[src/rtl/fpcsr_pkg.sv]
package fpcsr_pkg;
  localparam int CSR_W      = 32;
  localparam int NSTAT      = 6;
  localparam int NSTICKY    = NSTAT - 1;
  localparam int RM_LO      = 0;
  localparam int FLG_LO     = 2;
  localparam int ENA_LO     = 7;
  localparam int CAU_LO     = 12;
  localparam int FCC0_BIT   = 23;
  localparam int FS_BIT     = 24;
  localparam int FCCH_LO    = 25;
  localparam int VIEW_FS    = 2;

  localparam int IDX_REV    = 0;
  localparam int IDX_CC     = 25;
  localparam int IDX_EXC    = 26;
  localparam int IDX_ENA    = 28;
  localparam int IDX_CSR    = 31;

  localparam logic [CSR_W-1:0] MASK_ZERO  = 32'h007C_0000;
  localparam logic [CSR_W-1:0] MASK_CAUSE = 32'h0003_F000;
  localparam logic [CSR_W-1:0] MASK_FLAGS = 32'h0000_007C;
  localparam logic [CSR_W-1:0] MASK_ENA   = 32'h0000_0F80;
  localparam logic [CSR_W-1:0] MASK_RM    = 32'h0000_0003;
  localparam logic [CSR_W-1:0] MASK_FS    = 32'h0100_0000;
  localparam logic [CSR_W-1:0] MASK_FCC   = 32'hFE80_0000;

  typedef enum logic [1:0] {
    RND_NEAREST = 2'd0,
    RND_ZERO    = 2'd1,
    RND_UP      = 2'd2,
    RND_DOWN    = 2'd3
  } rnd_e;

  // Condition codes with the gap at bit 24 squeezed out.
  function automatic logic [7:0] cc_pack(input logic [CSR_W-1:0] c);
    return {c[31:FCCH_LO], c[FCC0_BIT]};
  endfunction

  function automatic logic [CSR_W-1:0] cc_unpack(input logic [7:0] v);
    logic [CSR_W-1:0] r;
    r = '0;
    r[FCC0_BIT]       = v[0];
    r[31:FCCH_LO]     = v[7:1];
    return r;
  endfunction

  function automatic logic [CSR_W-1:0] ena_view(input logic [CSR_W-1:0] c);
    logic [CSR_W-1:0] r;
    r = c & (MASK_ENA | MASK_RM);
    r[VIEW_FS] = c[FS_BIT];
    return r;
  endfunction

  function automatic logic [CSR_W-1:0] ena_unview(input logic [CSR_W-1:0] v);
    logic [CSR_W-1:0] r;
    r = v & (MASK_ENA | MASK_RM);
    r[FS_BIT] = v[VIEW_FS];
    return r;
  endfunction

  function automatic logic [CSR_W-1:0] status_apply(input logic [CSR_W-1:0] base,
                                                    input logic [NSTAT-1:0] vec);
    logic [CSR_W-1:0] r;
    r = base & ~MASK_CAUSE;
    r[CAU_LO +: NSTAT]   = vec;
    r[FLG_LO +: NSTICKY] = base[FLG_LO +: NSTICKY] | vec[NSTICKY-1:0];
    return r;
  endfunction

  function automatic logic status_trap(input logic [CSR_W-1:0] base,
                                       input logic [NSTAT-1:0] vec);
    return (|(vec[NSTICKY-1:0] & base[ENA_LO +: NSTICKY])) | vec[NSTAT-1];
  endfunction
endpackage

[src/rtl/fpcsr_wr_merge.sv]
module fpcsr_wr_merge
  import fpcsr_pkg::*;
#(
  parameter int IDX_W = 5
) (
  input  logic [CSR_W-1:0] cur,
  input  logic             we,
  input  logic [IDX_W-1:0] idx,
  input  logic [CSR_W-1:0] wdata,
  output logic [CSR_W-1:0] merged
);
  always_comb begin
    merged = cur;
    if (we) begin
      if (idx == IDX_W'(IDX_CC))
        merged = (cur & ~MASK_FCC) | cc_unpack(wdata[7:0]);
      else if (idx == IDX_W'(IDX_EXC))
        merged = (cur & ~(MASK_CAUSE | MASK_FLAGS)) | (wdata & (MASK_CAUSE | MASK_FLAGS));
      else if (idx == IDX_W'(IDX_ENA))
        merged = (cur & ~(MASK_ENA | MASK_RM | MASK_FS)) | ena_unview(wdata);
      else if (idx == IDX_W'(IDX_CSR))
        merged = wdata & ~MASK_ZERO;
    end
  end
endmodule

[src/rtl/fpcsr_status.sv]
module fpcsr_status
  import fpcsr_pkg::*;
(
  input  logic [CSR_W-1:0] base,
  input  logic             upd,
  input  logic [NSTAT-1:0] vec,
  output logic [CSR_W-1:0] next_csr,
  output logic             trap_next
);
  always_comb begin
    next_csr  = base;
    trap_next = 1'b0;
    if (upd) begin
      next_csr  = status_apply(base, vec);
      trap_next = status_trap(base, vec);
    end
  end
endmodule

[src/rtl/fpcsr_rd_view.sv]
module fpcsr_rd_view
  import fpcsr_pkg::*;
#(
  parameter int              IDX_W  = 5,
  parameter int              XLEN   = 64,
  parameter logic [CSR_W-1:0] REV_ID = 32'h0000_0B27
) (
  input  logic [CSR_W-1:0] csr,
  input  logic [IDX_W-1:0] idx,
  output logic [XLEN-1:0]  rdata
);
  localparam int EXT_W = XLEN - CSR_W;
  logic [CSR_W-1:0] view;

  always_comb begin
    view = '0;
    if (idx == IDX_W'(IDX_REV))      view = REV_ID;
    else if (idx == IDX_W'(IDX_CC))  view = {24'd0, cc_pack(csr)};
    else if (idx == IDX_W'(IDX_EXC)) view = csr & (MASK_CAUSE | MASK_FLAGS);
    else if (idx == IDX_W'(IDX_ENA)) view = ena_view(csr);
    else if (idx == IDX_W'(IDX_CSR)) view = csr & ~MASK_ZERO;
  end

  generate
    if (EXT_W > 0) begin : g_ext
      assign rdata = {{EXT_W{view[CSR_W-1]}}, view};
    end else begin : g_flat
      assign rdata = view;
    end
  endgenerate
endmodule

[src/rtl/fpcsr_unit.sv]
module fpcsr_unit
  import fpcsr_pkg::*;
#(
  parameter int              XLEN   = 64,
  parameter int              IDX_W  = 5,
  parameter logic [31:0]     REV_ID = 32'h0000_0B27
) (
  input  logic             clk,
  input  logic             rst_n,
  input  logic             cfg_we,
  input  logic [IDX_W-1:0] cfg_widx,
  input  logic [31:0]      cfg_wdata,
  input  logic [IDX_W-1:0] cfg_ridx,
  output logic [XLEN-1:0]  cfg_rdata,
  input  logic             op_done,
  input  logic [5:0]       op_status,
  output logic             fp_trap,
  output logic [1:0]       rnd_mode,
  output logic             flush_den
);
  logic [CSR_W-1:0] csr_q;
  logic [CSR_W-1:0] after_wr;
  logic [CSR_W-1:0] after_st;
  logic             trap_d;
  logic             trap_q;
  rnd_e             rnd_cur;

  fpcsr_wr_merge #(.IDX_W(IDX_W)) u_wr (
    .cur(csr_q), .we(cfg_we), .idx(cfg_widx), .wdata(cfg_wdata), .merged(after_wr)
  );

  fpcsr_status u_st (
    .base(after_wr), .upd(op_done), .vec(op_status),
    .next_csr(after_st), .trap_next(trap_d)
  );

  fpcsr_rd_view #(.IDX_W(IDX_W), .XLEN(XLEN), .REV_ID(REV_ID)) u_rd (
    .csr(csr_q), .idx(cfg_ridx), .rdata(cfg_rdata)
  );

  always_ff @(posedge clk or negedge rst_n) begin
    if (!rst_n) begin
      csr_q  <= '0;
      trap_q <= 1'b0;
    end else begin
      csr_q  <= after_st;
      trap_q <= trap_d;
    end
  end

  assign rnd_cur   = rnd_e'(csr_q[RM_LO +: 2]);
  assign rnd_mode  = rnd_cur;
  assign flush_den = csr_q[FS_BIT];
  assign fp_trap   = trap_q;

  assert_rsvd_zero_R2: assert property (@(posedge clk) disable iff (!rst_n)
    (csr_q & MASK_ZERO) == '0);

  assert_cause_load_R7: assert property (@(posedge clk) disable iff (!rst_n)
    op_done |=> csr_q[CAU_LO +: NSTAT] == $past(op_status));

  assert_sticky_or_R8: assert property (@(posedge clk) disable iff (!rst_n)
    (op_done && !cfg_we) |=> csr_q[FLG_LO +: NSTICKY] ==
      ($past(csr_q[FLG_LO +: NSTICKY]) | $past(op_status[NSTICKY-1:0])));

  assert_unimp_trap_R9: assert property (@(posedge clk) disable iff (!rst_n)
    (op_done && op_status[NSTAT-1]) |=> fp_trap);

  assert_trap_needs_op_R9: assert property (@(posedge clk) disable iff (!rst_n)
    !op_done |=> !fp_trap);

  assert_cc_scope_R3: assert property (@(posedge clk) disable iff (!rst_n)
    (cfg_we && cfg_widx == IDX_W'(IDX_CC) && !op_done) |=>
      (csr_q & ~MASK_FCC) == $past(csr_q & ~MASK_FCC));
endmodule

[config.mk]
export PLATFORM = sky130hd
export DESIGN_NAME = fpcsr_unit
export DESIGN_NICKNAME = d
export VERILOG_FILES = /design/src/rtl/fpcsr_pkg.sv /design/src/rtl/fpcsr_wr_merge.sv /design/src/rtl/fpcsr_status.sv /design/src/rtl/fpcsr_rd_view.sv /design/src/rtl/fpcsr_unit.sv
export SDC_FILE = /design/constraint.sdc
export NUM_CORES = 1
export LEC_CHECK = 0
export CAP_MARGIN = 25
export CORE_ASPECT_RATIO = 0.8
export CORE_MARGIN = 8
export CORE_UTILIZATION = 41
export CTS_CLUSTER_SIZE = 25
export DETAILED_ROUTE_END_ITERATION = 10
export GPL_TIMING_DRIVEN = 0
export HOLD_SLACK_MARGIN = 0.08
export PLACE_DENSITY = 0.81
export SLEW_MARGIN = 20
export SYNTH_ARGS = -nofsm -noshare
export SYNTH_HDL_FRONTEND = slang
export SYNTH_HIERARCHICAL = 1
export SYNTH_SLANG_ARGS = --single-unit
[constraint.sdc]
create_clock -name clk -period 3.1 [get_ports clk]
set_clock_uncertainty 0.1 [all_clocks]
set_input_delay 0.62 -clock clk [delete_from_list [all_inputs] [get_ports clk]]
set_output_delay 0.62 -clock clk [all_outputs]
set_load 0.005 [all_outputs]
==> results.sh <==
export IMPL_drtAntennaViolNets=0
export IMPL_fin_crit_sh_pct=95.0
export IMPL_cts_path_max_buffers=2
export IMPL_hpwl_um=5280
export IMPL_grt_overflow_total=0
export IMPL_critPathSlowestCell="clkdlybuf4s50_1"
export IMPL_peakVddDrop_mv=0.218
export IMPL_path_cells="dlygate4sd2_1, or3_4, a21oi_1, a221o_1, clkdlybuf4s50_1"
export IMPL_dp_worst_setup_slack_ns=-1.11
export IMPL_critPathTopFamily="buffers and inverters"
export IMPL_worst_slack_ns=0.156
export IMPL_netlist_area_sq_um=2140
export IMPL_rsz0062_at_grt="false"
export IMPL_first_pass_iters=4
export IMPL_leakage_nw=1.49
export IMPL_avgViaCountPerCell=5.01
export IMPL_required_ns=2.38
export IMPL_grt_max_degree=29
export IMPL_grt_pass1_wl_um=11100
export IMPL_relSlewSlack_pct=55.2
export IMPL_fmaxAchievable_mhz=340
export IMPL_cpPeakStageDelay_ns=0.50
export IMPL_die_height_um=80.6
export IMPL_diodes=0
export IMPL_drv_slew=0
export IMPL_num_rows=23
export IMPL_clk_pin_slew_ns=0.10
export IMPL_syn_avg_cell_area_sq_um=9.81
export IMPL_htree_levels=1
export IMPL_fin_nets=392
export IMPL_die_w_um=96.7
export IMPL_place_congestion=0.852
export IMPL_initial_core_util_pct=42.7
export IMPL_track_usage_pct=17.3
export IMPL_worst_path_buf_inv=2
export IMPL_die_area_sq_um=7800
export IMPL_area_growth_pct=61.3
export IMPL_synth_warnings=6
export IMPL_fin_crit_ns=2.94
export IMPL_cts_tree="yes"
export IMPL_final_layout_size_suffix_gt1_share_pct=33.9
export IMPL_antenna_found_initial=0
export IMPL_start_kind="input port"
export IMPL_ios=120
export IMPL_drt_total_wl_um=6860
export IMPL_wire_per_inst_um=17.1
export IMPL_cap_violations=0
export IMPL_hold_viol=0
export IMPL_cts_sinks=28
export IMPL_core_area_sq_um=5010
export IMPL_drtIter0Drc=78
export IMPL_syn_inst=218
export IMPL_numCtsBuffers=3
export IMPL_setup_violations=0
export IMPL_status="complete, no violations"
export IMPL_clockRootBuffer="clkbuf_8"
export IMPL_dpl_cell_area_sq_um=3320
export IMPL_worstPathMaxFanout=5
export IMPL_tightestPinTransition_ns=0.672
export IMPL_clk_latency_ns=0.28
export IMPL_final_cell_mix="clkdlybuf4s50_1 (103), buf_4 (57), dfrtp_1 (28)"
export IMPL_hold_class="input port to async pin"
export IMPL_worstPathArrival_ns=2.22
export IMPL_end_kind="primary output"
export IMPL_grt_pass1_vias=2128
export IMPL_drcViolationCount=0
export IMPL_num_vias=2011
export IMPL_design_area_sq_um=3450
export IMPL_p_per_area_nw_per_um2=329
export IMPL_worst_setup_path_type="input port to primary output"
export IMPL_io_buffers=109
export IMPL_final_common_cell="clkdlybuf4s50_1"
[flip-flops by register name, summed over array words and instances (netlist names)]
name	count
csr_q	27
fp_trap	1
[power breakdown]
| group | internal (mW) | total [mW] | switching (mW) | leakage [nW] |
|---|---|---|---|---|
| clock network | 0.173 | 0.297 | 0.124 | 0.0357 |
| logic | 0.240 | 0.367 | 0.127 | 1.13 |
| registers | 0.426 | 0.471 | 0.0445 | 0.328 |
| total | 0.840 | 1.14 | 0.296 | 1.49 |
[final timing paths]
| check | from | end | slack [ns] | depth (start not counted) |
|---|---|---|---|---|
| worst max-delay path | cfg_ridx[4] | cfg_rdata[2] | 0.16 | 5 |
| worst min-delay path | rst_n | csr_q[30] | 0.26 | 1 |
| worst max register to register | csr_q[7] | fp_trap | 1.90 | 3 |
| worst min register to register | csr_q[6] | csr_q[6] | 0.50 | 2 |
| max in group asynchronous | rst_n | csr_q[11] | 2.21 | 1 |
| min in group clk | csr_q[6] | csr_q[6] | 0.50 | 2 |
[worst reg2reg max path: stages, from the launching register on]
cell,delay (ns)
dfrtp_1,0.39
mux2_2,0.28
a22oi_1,0.20
a31oi_1,0.11
[routing by layer]
| metal | track usage (%) | share of wire, % |
|---|---|---|
| met2 | 27.7 | 45 |
| met4 | 3.22 | 0.55 |
| met5 | 0 | 0 |
| met3 | 5.31 | 8.7 |
| met1 | 22.6 | 46 |
[metrics by stage]
| stage | power (mW) | utilization (%) | hold WS, ns | TNS, ns | std cells |
|---|---|---|---|---|---|
| 2_1_floorplan | 0.670 | - | 0.224 | 0 | 222 |
| 3_3_place_gp | 0.830 | 66.3 | 0.471 | -35.21 | 393 |
| 3_5_place_dp | 0.839 | 66.2 | 0.477 | -38.14 | 393 |
| 4_1_cts | 1.14 | 68.9 | 0.276 | 0 | 401 |
| 5_1_grt | 1.19 | 68.9 | 0.301 | 0 | 401 |
| 6_report | 1.14 | 68.9 | 0.262 | 0 | 401 |
[area by class of cell]
| class | instances | area [sq um] |
|---|---|---|
| fillers | 428 | 1560 |
| multi-input cells | 133 | 1040 |
| clock buffers | 3 | 41.3 |
| repair buffers | 110 | 1090 |
| plain buffers | 63 | 465 |
| well taps | 62 | 77.6 |
| inverters | 1 | 3.75 |
| flip-flops and latches | 28 | 701 |
| clock inverters | 1 | 30.0 |
[timing repair]
item                                    4_1_cts  5_1_grt
gates resized for setup                      18        0
hold buffers                                  0        0
setup buffers                                 1        0
endpoints found under the setup margin       53        0
(Power assumes the default switching activity.)
